==> config.mk <==
export PLATFORM = sky130hd
export DESIGN_NAME = pol_switch_mgr
export DESIGN_NICKNAME = d
export VERILOG_FILES = /design/src/rtl/psw_pkg.sv /design/src/rtl/psw_judge.sv /design/src/rtl/psw_tiles.sv /design/src/rtl/psw_commit.sv /design/src/rtl/pol_switch_mgr.sv
export SDC_FILE = /design/constraint.sdc
export NUM_CORES = 1
export LEC_CHECK = 0
export ABC_AREA = 1
export BUFFER_PORTS_ARGS = -buffer_cell sky130_fd_sc_hd__buf_2
export CORE_ASPECT_RATIO = 1.4
export CORE_MARGIN = 2
export CORE_UTILIZATION = 47
export CTS_BUF_LIST = sky130_fd_sc_hd__clkbuf_4
export CTS_CLUSTER_DIAMETER = 120
export CTS_CLUSTER_SIZE = 8
export DETAILED_ROUTE_END_ITERATION = 8
export PLACE_DENSITY = 0.77
export SLEW_MARGIN = 0
export SYNTH_ARGS = -nofsm -noshare
export SYNTH_HDL_FRONTEND = slang
export SYNTH_SLANG_ARGS = --single-unit
==> constraint.sdc <==
create_clock -name clk -period 2.03 [get_ports clk]
set_clock_uncertainty 0.15 [all_clocks]
set_input_delay 0.1015 -clock clk [delete_from_list [all_inputs] [get_ports clk]]
set_output_delay 0.1015 -clock clk [all_outputs]
set_load 0.02 [all_outputs]
==> src/rtl/psw_pkg.sv <==
package psw_pkg;
  typedef enum logic [1:0] {
    RSN_NONE      = 2'd0,
    RSN_UNAUTH    = 2'd1,
    RSN_ORDER     = 2'd2,
    RSN_NOTLOADED = 2'd3
  } reason_e;
endpackage

==> src/rtl/psw_judge.sv <==
module psw_judge
  import psw_pkg::*;
#(
  parameter int N_POL   = 4,
  parameter int N_CORES = 4,
  parameter int ID_W    = 3,
  parameter logic [N_CORES-1:0] AUTH_MASK = 4'b0101,
  localparam int IDX_W  = (N_POL > 1) ? $clog2(N_POL) : 1
) (
  input  logic [ID_W-1:0]  core,
  input  logic [IDX_W-1:0] tgt,
  input  logic [IDX_W-1:0] level,
  input  logic [N_POL-1:0] ready,
  output logic             authorized,
  output reason_e          reason
);
  logic [N_CORES-1:0] hit;
  logic [N_POL-1:0]   tsel;
  logic               tgt_ready;

  for (genvar c = 0; c < N_CORES; c++) begin : g_auth
    assign hit[c] = AUTH_MASK[c] && (core == ID_W'(c));
  end

  for (genvar t = 0; t < N_POL; t++) begin : g_tsel
    assign tsel[t] = (tgt == IDX_W'(t));
  end

  assign authorized = |hit;
  assign tgt_ready  = |(tsel & ready);

  always_comb begin
    if (!authorized)     reason = RSN_UNAUTH;
    else if (tgt <= level) reason = RSN_ORDER;
    else if (!tgt_ready) reason = RSN_NOTLOADED;
    else                 reason = RSN_NONE;
  end
endmodule

==> src/rtl/psw_tiles.sv <==
module psw_tiles #(
  parameter int N_POL = 4,
  localparam int IDX_W = (N_POL > 1) ? $clog2(N_POL) : 1
) (
  input  logic             clk,
  input  logic             rst_n,
  input  logic             load_start,
  input  logic             load_done,
  input  logic [IDX_W-1:0] load_tile,
  input  logic [N_POL-1:0] guard,
  input  logic [N_POL-1:0] act_oh,
  output logic [N_POL-1:0] ready
);
  for (genvar t = 0; t < N_POL; t++) begin : g_tile
    logic ready_q;
    always_ff @(posedge clk) begin
      if (!rst_n) begin
        ready_q <= 1'b1;
      end else if (load_tile == IDX_W'(t)) begin
        if (load_start && !guard[t]) ready_q <= 1'b0;
        else if (load_done)          ready_q <= 1'b1;
      end
    end
    assign ready[t] = ready_q;
  end

  // the tile being enforced is always fully loaded
  assert_active_loaded_R9: assert property (@(posedge clk) disable iff (!rst_n)
    (ready & act_oh) != '0);
endmodule

==> src/rtl/psw_commit.sv <==
module psw_commit #(
  parameter int N_POL = 4,
  localparam int IDX_W = (N_POL > 1) ? $clog2(N_POL) : 1
) (
  input  logic             clk,
  input  logic             rst_n,
  input  logic             set,
  input  logic [IDX_W-1:0] new_tgt,
  input  logic             mon_idle,
  output logic [IDX_W-1:0] act,
  output logic             pending,
  output logic [IDX_W-1:0] pend_tgt,
  output logic             restart
);
  logic apply;
  assign apply = pending && mon_idle;

  always_ff @(posedge clk) begin
    if (!rst_n) begin
      act      <= '0;
      pending  <= 1'b0;
      pend_tgt <= '0;
      restart  <= 1'b0;
    end else begin
      restart <= apply;
      if (apply) act <= pend_tgt;
      if (set) begin
        pending  <= 1'b1;
        pend_tgt <= new_tgt;
      end else if (apply) begin
        pending <= 1'b0;
      end
    end
  end

  assert_monotonic_R2: assert property (@(posedge clk) disable iff (!rst_n)
    1'b1 |=> act >= $past(act));
  assert_idle_gate_R7: assert property (@(posedge clk) disable iff (!rst_n)
    !(pending && mon_idle) |=> $stable(act));
  assert_restart_change_R7: assert property (@(posedge clk) disable iff (!rst_n)
    restart |-> act != $past(act));
endmodule

==> src/rtl/pol_switch_mgr.sv <==
module pol_switch_mgr
  import psw_pkg::*;
#(
  parameter int N_POL   = 4,
  parameter int N_CORES = 4,
  parameter int ID_W    = 3,
  parameter logic [N_CORES-1:0] AUTH_MASK = 4'b0101,
  localparam int IDX_W  = (N_POL > 1) ? $clog2(N_POL) : 1
) (
  input  logic             clk,
  input  logic             rst_n,
  input  logic             req_valid,
  output logic             req_ready,
  input  logic [ID_W-1:0]  req_core,
  input  logic [IDX_W-1:0] req_target,
  output logic             resp_accept,
  output logic             resp_reject,
  output logic [1:0]       resp_reason,
  input  logic             alarm,
  input  logic             mon_idle,
  output logic [IDX_W-1:0] act_sel,
  output logic             mon_restart,
  input  logic             load_start,
  input  logic             load_done,
  input  logic [IDX_W-1:0] load_tile,
  output logic [N_POL-1:0] tile_ready
);
  localparam logic [IDX_W-1:0] TOP_IDX = IDX_W'(N_POL - 1);

  logic             pending, authorized, fire, take_req, alarm_take, set;
  logic [IDX_W-1:0] pend_tgt, level, new_tgt;
  logic [N_POL-1:0] act_oh, pend_oh, new_oh, guard;
  reason_e          reason;

  assign level      = pending ? pend_tgt : act_sel;
  assign alarm_take = alarm && (level != TOP_IDX) && tile_ready[N_POL-1];
  assign req_ready  = !pending && !alarm;
  assign fire       = req_valid && req_ready;
  assign take_req   = fire && (reason == RSN_NONE);
  assign set        = alarm_take || take_req;
  assign new_tgt    = alarm_take ? TOP_IDX : req_target;

  for (genvar t = 0; t < N_POL; t++) begin : g_oh
    assign act_oh[t]  = (act_sel == IDX_W'(t));
    assign pend_oh[t] = pending && (pend_tgt == IDX_W'(t));
    assign new_oh[t]  = set && (new_tgt == IDX_W'(t));
  end
  assign guard = act_oh | pend_oh | new_oh;

  psw_judge #(.N_POL(N_POL), .N_CORES(N_CORES), .ID_W(ID_W), .AUTH_MASK(AUTH_MASK)) judge_i (
    .core(req_core), .tgt(req_target), .level(level), .ready(tile_ready),
    .authorized(authorized), .reason(reason)
  );

  psw_tiles #(.N_POL(N_POL)) tiles_i (
    .clk(clk), .rst_n(rst_n), .load_start(load_start), .load_done(load_done),
    .load_tile(load_tile), .guard(guard), .act_oh(act_oh), .ready(tile_ready)
  );

  psw_commit #(.N_POL(N_POL)) commit_i (
    .clk(clk), .rst_n(rst_n), .set(set), .new_tgt(new_tgt), .mon_idle(mon_idle),
    .act(act_sel), .pending(pending), .pend_tgt(pend_tgt), .restart(mon_restart)
  );

  always_ff @(posedge clk) begin
    if (!rst_n) begin
      resp_accept <= 1'b0;
      resp_reject <= 1'b0;
      resp_reason <= 2'd0;
    end else begin
      resp_accept <= fire && (reason == RSN_NONE);
      resp_reject <= fire && (reason != RSN_NONE);
      resp_reason <= fire ? reason : RSN_NONE;
    end
  end

  assert_resp_excl_R6: assert property (@(posedge clk) disable iff (!rst_n)
    !(resp_accept && resp_reject));
  assert_accept_pending_R6: assert property (@(posedge clk) disable iff (!rst_n)
    resp_accept |-> pending);
  assert_unauth_reject_R3: assert property (@(posedge clk) disable iff (!rst_n)
    (fire && !authorized) |=> (resp_reject && resp_reason == RSN_UNAUTH));
  assert_alarm_silent_R10: assert property (@(posedge clk) disable iff (!rst_n)
    alarm |=> (!resp_accept && !resp_reject));
endmodule

Word level (Yosys, flattened, before mapping)
Cells that the tools add are included.
- flip-flop bits (word level): 14
- input bits: 14
- output and inout bits: 12
- logic and storage cells: 90
- equal/unequal tests: 17
- magnitude comparators: 1
- reduce and logical (&&, ||, !) cells: 46
- bitwise logic cells: 3
- muxes and demuxes: 12
- operators by type and width (kind ; count):
    == test 2 bit, second input constant ; 10
    logical AND 1 bit ; 19
    zero test 2 bit ; 6
    nonzero test 2 bit ; 6
    == test 2 x 1 -> 1 bit, second input constant ; 5
    2-to-1 mux 2 bit ; 5
    AND reduction 2 bit ; 5
    bitwise OR 4 bit ; 2
    2-to-1 mux 1 bit ; 7
    zero test 1 bit ; 6
    AND 4 bit ; 1
    OR reduction 4 bit ; 1
    == test 3 x 2 -> 1 bit, second input constant ; 1
    zero test 3 bit ; 1
    <= comparator 2 bit ; 1
    inequality test 2 bit, second input constant ; 1
    OR reduction 2 bit ; 1
    logical OR 1 bit ; 1

Depth between registers and ports, before layout
- word-level depth: 15
- depth in mapped cells: 13
- gate-level depth less buffers: 13

Modules after synthesis
From an unflattened synthesis, not the netlist that was laid out.
- cell total of the unflattened synthesis: 150
- area, all modules: 894.6 sq um
- by module, submodules not included (module ; instances ; area an instance (sq um) ; sequential area each (sq um) ; cells each):
    pol_switch_mgr ; 1 ; 324.1 ; 80.1 ; 54
    psw_tiles ; 1 ; 244.0 ; 80.1 ; 42
    psw_commit ; 1 ; 212.7 ; 120.1 ; 29
    psw_judge ; 1 ; 113.9 ; 0.0 ; 25

Worst setup path after synthesis
No wires, ideal clock.
- kind: register to register
- start point: register commit_i.act[1]
- end point: register commit_i.pend_tgt[1]
- period minus slack after synthesis: 2.139 ns
- required time: 1.767 ns
- data arrival time: 1.875 ns
- setup slack: -0.109 ns
- cell stages (with the launch flop): 13
- library setup time: 0.113 ns
- buffers on the path: 0
- cell sequence: dfxtp_1 > inv_1 > o21ai_1 > inv_1 > ha_1 > nand2_1 > inv_1 > nor2_1 > nand4_2 > nand2_2 > inv_1 > nor2_1 > nor2_1
- longest elaborated chain between the ends: 7
- elaborated cells on any way between the ends: 11
- those cells by class: order compare: 1; eq/ne: 1; mux: 4; reduce/logical: 5
- ends and longest elaborated chain (element ; line ; text):
    start: declaration ; psw_commit.sv:10 ; output logic [IDX_W-1:0] act,
    start signal: assignment ; psw_commit.sv:26 ; if (apply) act <= pend_tgt;
    2-to-1 mux 2 bit * ; pol_switch_mgr.sv:35 ; assign level = pending ? pend_tgt : act_sel;
    <= comparator 2 bit ; psw_judge.sv:34 ; else if (tgt <= level) reason = RSN_ORDER;
    2-to-1 mux 2 bit ; psw_judge.sv:34 ;
    2-to-1 mux 2 bit ; psw_judge.sv:33 ; if (!authorized) reason = RSN_UNAUTH;
    zero test 2 bit ; pol_switch_mgr.sv:39 ; assign take_req = fire && (reason == RSN_NONE);
    logical AND 1 bit ; pol_switch_mgr.sv:39 ;
    logical OR 1 bit ; pol_switch_mgr.sv:40 ; assign set = alarm_take || take_req;
    end signal: assignment ; psw_commit.sv:29 ; pend_tgt <= new_tgt;
    end: declaration ; psw_commit.sv:12 ; output logic [IDX_W-1:0] pend_tgt,
Every way passes the cells marked *; elsewhere a longest branch is shown, timed or not.
A chain may end at the register's enable or synchronous reset.

Final worst setup path
Same ends and word-level chain as after synthesis.

==> impl_metrics.csv <==
group,metric,value,unit
logic_synthesis,ys_ff_latch,14,
placement,dpl.hpwl,1.65,mm
final_layout,multi_input_area,492,sq um
grt,antenna_found_initial,0,
floorplanning,core,1730,sq um
critical_path,path_class,"reg -> reg",
critical_path,critPathCapture,"commit_i.pend_tgt[1]",
grt,grt_pass1_wl,3.26,mm
sta,period_share,92.1,%
final_layout,final_cells,184,
sta,layout_setup_ws,0.159,ns
critical_path,cpMostUsedCell,"inv_1",
route,drt-pass1-iter-count,4,
floorplanning,die_h,54.6,microns
placement,place.gp.congestion,0.831,
critical_path,cp.arrival,1.90,ns
final_layout,drive_gt1_share,34.8,%
final_layout,layout_common_cells,"nand2_1 (32), buf_2 (24), inv_1 (20), nor2_1 (12), dfxtp_1 (12)",
final_layout,nFillCells,152,
critical_path,startpoint,"commit_i.act[1]",
power,power,0.622,mW
route,num_vias,922,
logic_synthesis,yosysSeqAreaShare,32.6,%
logic_synthesis,syn_avg_cell_area,6.67,sq um
power,vdd_drop_max,0.425,mV
critical_path,rr_endpoint,"commit_i.pend_tgt[1]",
logic_synthesis,yosysWarnings,0,
critical_path,crit_path_top_delay_cell,"dfxtp_2",
grt,grt_overflow,0,
power,power_leakage,0.589,nW
logic_synthesis,syn_nets,145,
min_path,hold_class,"in -> reg",
sta,worstMarginPinSlew,0.374,ns
critical_path,r2r_cells,11,
floorplanning,die_w,40.2,microns
floorplanning,start_util,49.6,%
route,routed_wl,1.99,mm
critical_path,setup.worst_path.end_class,"flip-flop",
clock_network,clk_latency,0.28,ns
final_layout,diodes,0,
route,via_per_inst,5.01,
clock_network,cts_root_buf,"clkbuf_4",
sta,finalMaxSlewViolations,0,
sta,final-hold-violation-count,0,
critical_path,crit_buf_inv,3,
sta,rsz0062_at_grt,"no",
final_layout,nets,182,
run,maxCapViolations,0,
final_layout,layout.area.seq,283,sq um
grt,grt_usage,21.8,%
logic_synthesis,synth_cells,129,
route,wl_per_cell,10.8,microns
critical_path,critical-path-top-delay-family,"simple AND/OR/NAND/NOR gates",
critical_path,regToRegSetupSlack,0.16,ns
logic_synthesis,synth_area,861,sq um
critical_path,crit_chain,"inv_1 > o21ai_2 > inv_1 > ha_4 > a21oi_2 > nor2_4 > nand4_2 > nand2_2 > inv_1 > nor2_1 > nor2_1",
grt,grt_pass1_vias,887,
floorplanning,dieArea,2190,sq um
clock_network,clock-sinks,14,
clock_network,cts_made_buffers,3,
route,ant_nets,0,
critical_path,r2r_start,"commit_i.act[1]",
route,drc,0,
clock_network,clockBufferDepth,2,
critical_path,path_depth,11,
run_status,outcome,"completed",
grt,grt_start_max_net_pins,11,
clock_network,path_clk_slew,0.08,ns
placement,pre_cts_slack,-0.0181,ns
placement,port_buffers,24,
logic_synthesis,yosysUniqueCellTypes,27,
floorplanning,boundaryPins,26,
clock_network,cts_tree,"done",
route,first_iter_violations,31,
sta,setup_viol,0,
critical_path,slowest_delay,0.36,ns
floorplanning,fp-row-count,18,
sta,fmax,535,MHz
final_layout,final_common_cell,"nand2_1",
power,powerDensity,546,nW/um^2
critical_path,required,2.06,ns
critical_path,cp_max_fo,5,
sta,slew_headroom,75.0,%
placement,placed_cells,175,
final_layout,area_growth,32.3,%
sta,post-route-min-period,1.87,ns
clock_network,cts_max_level,1,
critical_path,startpoint_type,"flip-flop",
flip-flops by register name, indices dropped and copies added (netlist names):
name / flops
commit_i.restart: 1
resp_reject: 1
commit_i.pend_tgt: 2
resp_accept: 1
resp_reason: 2
commit_i.act: 2
commit_i.pending: 1
tiles_i.g_tile.ready_q: 4
area by class of cell:
cell class,count,share of cell area [%]
clock buffer,3,1.98
inverter,23,7.58
multi-input combinational,87,43.2
sequential,14,24.8
tap,20,2.20
timing repair buffer,37,20.2
per-stage QoR:
| stage | setup TNS, ns | cell area, sq um | utilization [%] | hold WS, ns |
|---|---|---|---|---|
| after detailed placement | -0.0181 | 1030 | 59.2 | 0.228 |
| after global routing | 0 | 1140 | 65.7 | 0.0258 |
| final | 0 | 1140 | 65.7 | 0.00858 |
| after CTS | -0.00319 | 1110 | 63.9 | 0.0137 |
| after floorplan | 0 | 865 | - | 0.128 |
| after global placement | 0 | 1030 | 59.2 | 0.220 |
cell usage after synthesis (all sizes together):
| library cell | n | share of area (%) |
|---|---|---|
| a21oi | 5 | 3.3 |
| nand4 | 1 | 1.5 |
| clkinv | 1 | 0.44 |
| nor3b | 1 | 0.87 |
| nand3 | 9 | 7.8 |
| or2 | 1 | 0.73 |
| nand2 | 36 | 17 |
| ha | 2 | 2.9 |
| o21ai | 13 | 8.0 |
| buf | 5 | 4.1 |
| inv | 22 | 9.6 |
| dfxtp | 14 | 33 |
| nor3 | 2 | 1.2 |
| o211ai | 1 | 0.87 |
| o2111ai | 1 | 1.0 |
| nor2 | 15 | 7.7 |
worst min path at each step:
stage | startpoint | to | slack (ns) | depth (start not counted)
global placement | rst_n | tiles_i.g_tile[3].ready_q | 0.22 | 2
global route | req_core[2] | resp_reason[0] | 0.03 | 3
detailed placement | rst_n | tiles_i.g_tile[1].ready_q | 0.23 | 2
floorplan | alarm | req_ready | 0.13 | 1
CTS | req_core[2] | resp_reason[0] | 0.01 | 3
finish | req_core[2] | resp_reason[0] | 0.009 | 3
where the power goes:
group	switching [mW]	internal (mW)	total, mW
combinational	0.0965	0.0719	0.168
clock	0.0885	0.0688	0.157
sequential	0.00926	0.287	0.297
routing by layer:
metal | vias up | wire [microns] | track usage (%)
met5 | - | 0 | 0
met4 | 0 | 93 | 15.6
met3 | 13 | 92 | 2.85
met2 | 34 | 1070 | 40.1
met1 | 403 | 733 | 21.1
li1 | 472 | - | -
kinds of logic after synthesis:
logic type / Yosys count / synth area share [%]
flops: 14 / 32.6
compound gates: 20 / 13.2
buf+inv: 28 / 14.1
simple gates: 65 / 37.2
fa+ha+maj: 2 / 2.91
worst register-to-register path, stage by stage, from the launching register on:
cell	delay (ns)
dfxtp_2	0.36
inv_1	0.08
o21ai_2	0.16
inv_1	0.09
ha_4	0.27
a21oi_2	0.06
nor2_4	0.15
nand4_2	0.13
nand2_2	0.12
inv_1	0.06
nor2_1	0.09
nor2_1	0.06
repair_timing:
action                                  CTS  global route
endpoints found under the hold margin     8             0
hold buffers                              5             0
pin swaps                                 0             3
endpoints found under the setup margin    2             8
gates resized for setup                   2             4
buffers inserted                          0             1
Power figures use the tool's default switching activity.
